--- src/rtl/can_btcfg.sv ---
module can_btcfg #(
  parameter int BRP_W  = 6,
  parameter int TS1_W  = 4,
  parameter int TS2_W  = 3,
  parameter int DATA_W = 8,
  parameter int ADDR_W = 2
) (
  input  logic              clk,
  input  logic              rst_n,
  input  logic              can_rst,
  input  logic              wr_en,
  input  logic [ADDR_W-1:0] wr_addr,
  input  logic [DATA_W-1:0] wr_data,
  input  logic              bus_off,
  output logic              init_q,
  output logic [BRP_W-1:0]  brp_q,
  output logic [TS1_W-1:0]  tseg1_q,
  output logic [TS2_W-1:0]  tseg2_q,
  output logic              smp_q,
  output logic              tq_tick,
  output logic              sample_pt,
  output logic              bit_end
);
  localparam int NBT_MAX = 3 + (2**TS1_W - 1) + (2**TS2_W - 1);
  localparam int QC_W    = $clog2(NBT_MAX);
  localparam logic [ADDR_W-1:0] A_PRE = ADDR_W'(0);
  localparam logic [ADDR_W-1:0] A_SEG = ADDR_W'(1);
  localparam logic [ADDR_W-1:0] A_CTL = ADDR_W'(2);

  logic [BRP_W-1:0] stg_brp;
  logic [TS1_W-1:0] stg_tseg1;
  logic [TS2_W-1:0] stg_tseg2;
  logic             stg_smp;
  logic [BRP_W-1:0] pc;
  logic [QC_W-1:0]  qc;

  wire tim_ok   = wr_en && init_q && !bus_off;
  wire ctl_wr   = wr_en && (wr_addr == A_CTL);
  wire seg_ok   = (stg_tseg1 != '0) || (stg_tseg2 != '0);
  wire leave    = ctl_wr && init_q && !wr_data[0] && seg_ok;
  wire [QC_W-1:0] sp_idx = QC_W'(tseg1_q) + QC_W'(1);
  wire [QC_W-1:0] last   = QC_W'(tseg1_q) + QC_W'(tseg2_q) + QC_W'(2);

  assign tq_tick   = !init_q && (pc == brp_q);
  assign sample_pt = tq_tick && (qc == sp_idx);
  assign bit_end   = tq_tick && (qc == last);

  always_ff @(posedge clk or negedge rst_n) begin
    if (!rst_n) begin
      stg_brp <= '0; stg_tseg1 <= '0; stg_tseg2 <= '0; stg_smp <= 1'b0;
    end else if (can_rst) begin
      stg_brp <= '0; stg_tseg1 <= '0; stg_tseg2 <= '0; stg_smp <= 1'b0;
    end else if (tim_ok) begin
      if (wr_addr == A_PRE) stg_brp <= wr_data[BRP_W-1:0];
      if (wr_addr == A_SEG) begin
        stg_tseg1 <= wr_data[TS1_W-1:0];
        stg_tseg2 <= wr_data[TS1_W+TS2_W-1:TS1_W];
        stg_smp   <= wr_data[DATA_W-1];
      end
    end
  end

  always_ff @(posedge clk or negedge rst_n) begin
    if (!rst_n) begin
      init_q <= 1'b1; brp_q <= '0; tseg1_q <= '0; tseg2_q <= '0; smp_q <= 1'b0;
    end else if (can_rst) begin
      init_q <= 1'b1; brp_q <= '0; tseg1_q <= '0; tseg2_q <= '0; smp_q <= 1'b0;
    end else if (ctl_wr) begin
      if (wr_data[0]) begin
        init_q <= 1'b1;
      end else if (leave) begin
        init_q  <= 1'b0;
        brp_q   <= stg_brp;
        tseg1_q <= stg_tseg1;
        tseg2_q <= stg_tseg2;
        smp_q   <= stg_smp;
      end
    end
  end

  always_ff @(posedge clk or negedge rst_n) begin
    if (!rst_n) begin
      pc <= '0; qc <= '0;
    end else if (can_rst || init_q) begin
      pc <= '0; qc <= '0;
    end else begin
      pc <= tq_tick ? '0 : pc + BRP_W'(1);
      if (tq_tick) qc <= (qc == last) ? '0 : qc + QC_W'(1);
    end
  end
endmodule

--- config.mk ---
export PLATFORM = sky130hd
export DESIGN_NAME = can_btcfg
export DESIGN_NICKNAME = d
export VERILOG_FILES = /design/src/rtl/can_btcfg.sv
export SDC_FILE = /design/constraint.sdc
export NUM_CORES = 1
export LEC_CHECK = 0
export ABC_AREA = 1
export BUFFER_PORTS_ARGS = -buffer_cell sky130_fd_sc_hd__buf_2
export CAP_MARGIN = 20
export CORE_ASPECT_RATIO = 1.4
export CORE_UTILIZATION = 30
export DETAILED_ROUTE_END_ITERATION = 12
export RECOVER_POWER = 50
export SYNTH_ARGS = -nofsm -noshare
export SYNTH_HDL_FRONTEND = slang
export SYNTH_SLANG_ARGS = --single-unit
--- constraint.sdc ---
create_clock -name clk -period 2.5 [get_ports clk]
set_input_delay 0 -clock clk [delete_from_list [all_inputs] [get_ports clk]]
set_output_delay 0 -clock clk [all_outputs]
set_load 0.1 [all_outputs]
==> results of run 1 <==
## metrics by stage
step                      setup WS, ns  setup TNS (ns)  power (mW)  hold WS, ns  instance area [µm²]
final                           0.0921               0        1.32      0.00445                 2810
after floorplan                -0.0640         -0.0640       0.705       -0.296                 2340
after CTS                       0.0127               0        1.34       0.0107                 2800
after detailed placement         0.289               0       0.739        0.186                 2590
after global routing           0.00201               0        1.37       0.0120                 2810
after global placement           0.320               0       0.738        0.181                 2590
## worst reg2reg max path: cells and delay by family, from the launching register on
| family | cells | cell delay, ns |
|---|---|---|
| xor gates and xnor gates | 1 | 0.11 |
| adders and majority gates | 3 | 0.93 |
| buffers and inverters | 3 | 0.24 |
| DFF | 1 | 0.42 |
| and+or+nand+nor | 5 | 0.40 |
## cell families (layout without fill, tap and decap cells)
logic type / after synthesis / after routing / synth area share (%)
compound gates: 19 / 19 / 4.26
xor+xnor: 13 / 13 / 4.97
fa+ha+maj: 10 / 10 / 5.79
buf+inv: 53 / 94 / 9.40
flops: 40 / 40 / 43.8
simple gates: 168 / 168 / 31.8
## report_power, final
group | internal (mW) | switching (mW) | total, mW
Combinational | 0.0239 | 0.0520 | 0.0758
Clock | 0.352 | 0.240 | 0.592
Sequential | 0.652 | 0.00269 | 0.655
Total | 1.03 | 0.294 | 1.32
## area by class of cell
class,instances,area share [%]
flip-flops and latches,40,36.1
clock buffers,7,3.43
multi-input cells,210,40.2
well taps,97,4.32
repair buffers,41,8.87
inverters,45,6.02
clock inverters,1,1.07
## cells in the final DEF, fill, tap and decap left out, types with 2 or more instances in the layout
master	n
inv_1	40
nand2_2	3
o21ai_1	13
xnor2_1	6
ha_1	6
nor2_2	5
dfrtp_4	2
buf_2	22
buf_4	2
dfrtp_1	33
nand3b_1	2
clkbuf_8	7
nor2_4	2
nor3_1	2
ha_4	3
inv_2	4
nor3_2	2
clkbuf_1	9
dlygate4sd3_1	7
o21ai_0	4
xor2_1	7
nand3_1	34
nor2_1	31
dfrtp_2	4
nand2_1	84
## registers in the layout, summed over array words and instances (netlist names)
| signal | flops |
|---|---|
| stg_brp | 6 |
| init_q | 1 |
| tseg1_q | 4 |
| qc | 5 |
| stg_tseg1 | 4 |
| brp_q | 6 |
| pc | 6 |
| smp_q | 1 |
| tseg2_q | 3 |
| stg_tseg2 | 3 |
| stg_smp | 1 |
## how the worst min path moves through the flow
stage / from / end / slack (ns) / depth (start not counted)
2_1_floorplan: rst_n / brp_q[0] / -0.30 / 0
3_3_place_gp: rst_n / pc[0] / 0.18 / 1
3_5_place_dp: rst_n / pc[0] / 0.19 / 1
4_1_cts: wr_data[3] / stg_brp[3] / 0.01 / 3
5_1_grt: wr_data[5] / stg_brp[5] / 0.01 / 3
6_report: wr_data[3] / stg_brp[3] / 0.004 / 3
## metal layers
| metal | vias up | wire length [µm] | global-route usage, % |
|---|---|---|---|
| li1 | 1016 | - | - |
| met1 | 865 | 2010 | 15.8 |
| met2 | 25 | 2670 | 25.5 |
| met3 | 6 | 140 | 3.25 |
| met5 | - | 0 | 0 |
| met4 | 0 | 106 | 6.48 |
## repair_timing
action / 4_1_cts / 5_1_grt
gates resized for setup: 0 / 3
endpoints found under the hold margin: 46 / 0
buffers inserted: 2 / 0
pin swaps: 1 / 4
endpoints found under the setup margin: 1 / 1
hold buffers: 7 / 0
==> flow_summary.json, run 1 <==
{
  "start_kind": "register",
  "routedWlPerCell_um": 11.2,
  "multiInputGateArea_um2": 1130,
  "htreeDepth": 2,
  "status": "complete, no violations",
  "ff2ff_path_depth": 12,
  "ys_warn_count": 0,
  "ctsRootBufferMaster": "clkbuf_8",
  "ys_async_sr_fraction_pct": 100,
  "fin_nets": 368,
  "viasPerCell": 4.34,
  "finalSetupViolCount": 0,
  "grt_start_max_net_pins": 41,
  "min_path_type": "in -> reg",
  "synthCells": 303,
  "placed_cells": 424,
  "worstMarginPinSlew_ns": 1.20,
  "crit_family": "adder cells",
  "clockBufferDepth": 2,
  "synth_cell_type_count": 30,
  "cts.clk_slew.worst_paths_ns": 0.08,
  "place_congestion": 0.754,
  "arrival_ns": 2.41,
  "r2r-end": "qc[3]",
  "max_freq_mhz": 415,
  "yosys.area.top_type_share_pct": 42.6,
  "synthTopCellsByArea": "dfrtp_1 43%, nand2_1 14%, nand3_1 7.4%, inv_1 7.0%, nor2_1 5.6%",
  "synth_area_um2": 2290,
  "first_pass_iters": 4,
  "synthTopCellsByCount": "85 x nand2_1, 43 x inv_1, 39 x dfrtp_1",
  "grt_use_total_pct": 14.5,
  "detail-route-antenna-nets": 0,
  "synth_seq_area_share_pct": 43.8,
  "path_cells": "inv_2, ha_4, inv_2, ha_4, fa_2, xnor2_1, nand3_1, nor2_2, nand2_2, nor2_4, buf_12",
  "drt_iter0_drc": 77,
  "wl_um": 4930,
  "slew_viol_final": 0,
  "grt_pass1_vias": 1916,
  "rr_startpoint": "tseg2_q[1]",
  "synth_nets": 328,
  "cpMaxStageDelayCell": "fa_2",
  "cp_num_buf_inv": 3,
  "grt_first_pass_wirelength_um": 8690,
  "start_util_pct": 31.1,
  "synth.most_common_cell": "nand2_1",
  "dieWidth_um": 75.8,
  "leakage_nw": 1.37,
  "drive_gt1_share_pct": 17.7,
  "ff_latch_area_um2": 1010,
  "crit_cells": 11,
  "drt_drc_violations_left": 0,
  "syn_avg_cell_area_um2": 7.56,
  "antenna_found_initial": 0,
  "nFillCells": 780,
  "cts_tree": "built",
  "dieHeight_um": 105,
  "antenna_cells": 0,
  "area_growth_pct": 22.6,
  "maxSlewHeadroom_pct": 20.4,
  "rsz0062_at_grt": "no",
  "die_area_um2": 7990,
  "synth-seq-cells": 40,
  "skew_ns": 0.00521,
  "io_pins": 33,
  "startpoint": "tseg2_q[1]",
  "cp.required_ns": 2.50,
  "clk_latency_ns": 0.31,
  "crit_type": "reg -> out",
  "synth_largest_area_cell": "dfrtp_1",
  "std_cell_rows": 37,
  "power.density_nw_per_um2": 471,
  "cp_max_fo": 3,
  "reg2reg_slack_ns": 0.29,
  "synth_ff_type": "dfrtp_1",
  "maxCapViolations": 0,
  "core_area_um2": 7360,
  "final-hold-violation-count": 0,
  "synth-edff-count": 0,
  "grt_remaining_overflow": 0,
  "max_stage_delay_ns": 0.53,
  "ir_worst_vdd_uv": 243,
  "cts_buffers": 5,
  "dpl.hpwl_um": 3700,
  "fin_cells": 441,
  "critPathCaptureType": "primary output",
  "cts_sinks": 40,
  "cp-endpoint": "bit_end",
  "final_util_pct": 38.1,
  "vias": 1912,
  "min_period_ns": 2.41,
  "fin_crit_sh_pct": 96.3,
  "port_buffers": 32
}
Power figures use the tool's default switching activity.
==> run 2: changes to the inputs <==
- RECOVER_POWER: 50 -> 100
==> flow_summary.json, run 2 (synthesis gave the netlist of run 1 again) <==
{
  "status": "complete, no violations",
  "grt_use_total_pct": 14.5,
  "antenna_cells": 0,
  "maxSlewHeadroom_pct": 19.5,
  "final_common_cell": "nand2_1",
  "critPathCaptureType": "primary output",
  "maxCapViolations": 0,
  "io_pins": 33,
  "final_cell_mix": "86 x nand2_1, 41 x inv_1, 34 x nand3_1",
  "htreeDepth": 2,
  "multiInputGateArea_um2": 1110,
  "path_cells": "inv_2, ha_4, inv_2, ha_4, fa_2, xnor2_1, nand3_1, nor2_2, nand2_2, nor2_4, buf_12",
  "final_cell_area_um2": 2780,
  "cp.required_ns": 2.50,
  "power.total_mw": 1.32,
  "ctsRootBufferMaster": "clkbuf_8",
  "dieHeight_um": 105,
  "wl_um": 4930,
  "cp_num_buf_inv": 3,
  "pre_cts_ws_ns": 0.289,
  "antenna_found_initial": 0,
  "max_stage_delay_ns": 0.53,
  "final.setup.worst_slack_ns": 0.0933,
  "fin_crit_sh_pct": 96.3,
  "clockBufferDepth": 2,
  "grt_start_max_net_pins": 41,
  "cpMaxStageDelayCell": "fa_2",
  "leakage_nw": 1.35,
  "die_area_um2": 7990,
  "start_kind": "register",
  "place_congestion": 0.754,
  "nFillCells": 787,
  "port_buffers": 32,
  "core_area_um2": 7360,
  "finalSetupViolCount": 0,
  "first_pass_iters": 4,
  "crit_family": "adder cells",
  "final_util_pct": 37.8,
  "ff_latch_area_um2": 1010,
  "dpl.hpwl_um": 3700,
  "area_growth_pct": 21.6,
  "fin_nets": 368,
  "fin_setup_tns_ns": 0,
  "cts.clk_slew.worst_paths_ns": 0.08,
  "cts_tree": "built",
  "drt_drc_violations_left": 0,
  "grt_first_pass_wirelength_um": 8690,
  "clk_latency_ns": 0.31,
  "rsz0062_at_grt": "no",
  "worstMarginPinSlew_ns": 1.21,
  "arrival_ns": 2.41,
  "ir_worst_vdd_uv": 242,
  "grt_remaining_overflow": 0,
  "drive_gt1_share_pct": 14.0,
  "std_cell_rows": 37,
  "drt_iter0_drc": 69,
  "detail-route-antenna-nets": 0,
  "cts_sinks": 40,
  "final-hold-violation-count": 0,
  "power.density_nw_per_um2": 474,
  "slew_viol_final": 0,
  "crit_type": "reg -> out",
  "min_period_ns": 2.41,
  "viasPerCell": 4.32,
  "routedWlPerCell_um": 11.2,
  "start_util_pct": 31.1,
  "cts_buffers": 5,
  "top_regs": "brp_q: 6 flops, pc: 6 flops, stg_brp: 6 flops",
  "postPlaceCellArea_um2": 2590,
  "max_freq_mhz": 416,
  "cp_max_fo": 3,
  "grt_pass1_vias": 1916,
  "min_path_type": "in -> reg",
  "skew_ns": 0.00523,
  "vias": 1907,
  "dieWidth_um": 75.8,
  "reg2reg_slack_ns": 0.26
}
-- run 2: cell types whose count changed in the layout (fill, tap and decap cells not counted), moves of 2 or more --
cell	before	now
nand2_1	84	86
clkbuf_2	0	2
buf_2	22	14
o21ai_0	4	16
o21ai_1	13	1
nand2_2	3	1
clkbuf_1	9	16
-- run 2: routing by layer --
layer	global-route usage, %	up-vias	part of all wire [%]
li1	-	1018	-
met1	15.8	858	41
met2	25.5	25	54
met3	3.25	6	2.7
met4	6.48	0	2.1
met5	0	-	0
-- run 2: worst paths after layout --
kind,startpoint,end,cells past startpoint
hold / removal,wr_data[3],stg_brp[3],3
setup / recovery,tseg2_q[1],bit_end,11
setup reg to reg,tseg2_q[1],qc[3],12
max in group asynchronous,rst_n,tseg2_q[1],2
min in group asynchronous,rst_n,pc[0],2
hold reg to reg,stg_brp[4],stg_brp[4],2
-- run 2: where the power goes --
group,internal (mW),switching (mW)
logic,0.0232,0.0506
clock network,0.352,0.238
registers,0.652,0.00268
total,1.03,0.292
-- run 2: final cells by class --
class,count,share of cell area [%]
Inverter,45,6.07
Multi-Input combinational cell,210,40.0
Clock buffer,7,3.46
Clock inverter,1,1.08
Sequential cell,40,36.4
Tap cell,97,4.36
Timing Repair Buffer,41,8.54
-- run 2: per-stage QoR --
stage          hold WS (ns)  cells
6_report             0.0148    441
5_1_grt              0.0251    441
4_1_cts              0.0107    441
3_5_place_dp          0.186    424
3_3_place_gp          0.181    424
2_1_floorplan        -0.296    303
-- run 2: repair_timing --
action,4_1_cts,5_1_grt
hold buffers,7,0
setup endpoints to repair,1,1
pin swaps,1,4
gates cloned,0,0
hold endpoints to repair,46,0
gates resized for setup,0,3
setup buffers,2,0
-- run 2: worst register-to-register path, cell delays in order, from the launching register on --
cell and delay [ns]:
dfrtp_4 0.42, inv_2 0.04, ha_4 0.25, inv_2 0.04, ha_4 0.15, fa_2 0.53, xnor2_1 0.11, nand3_1 0.09
nor2_2 0.10, nand2_2 0.09, clkbuf_1 0.16, nand3_1 0.10, nand2_1 0.05
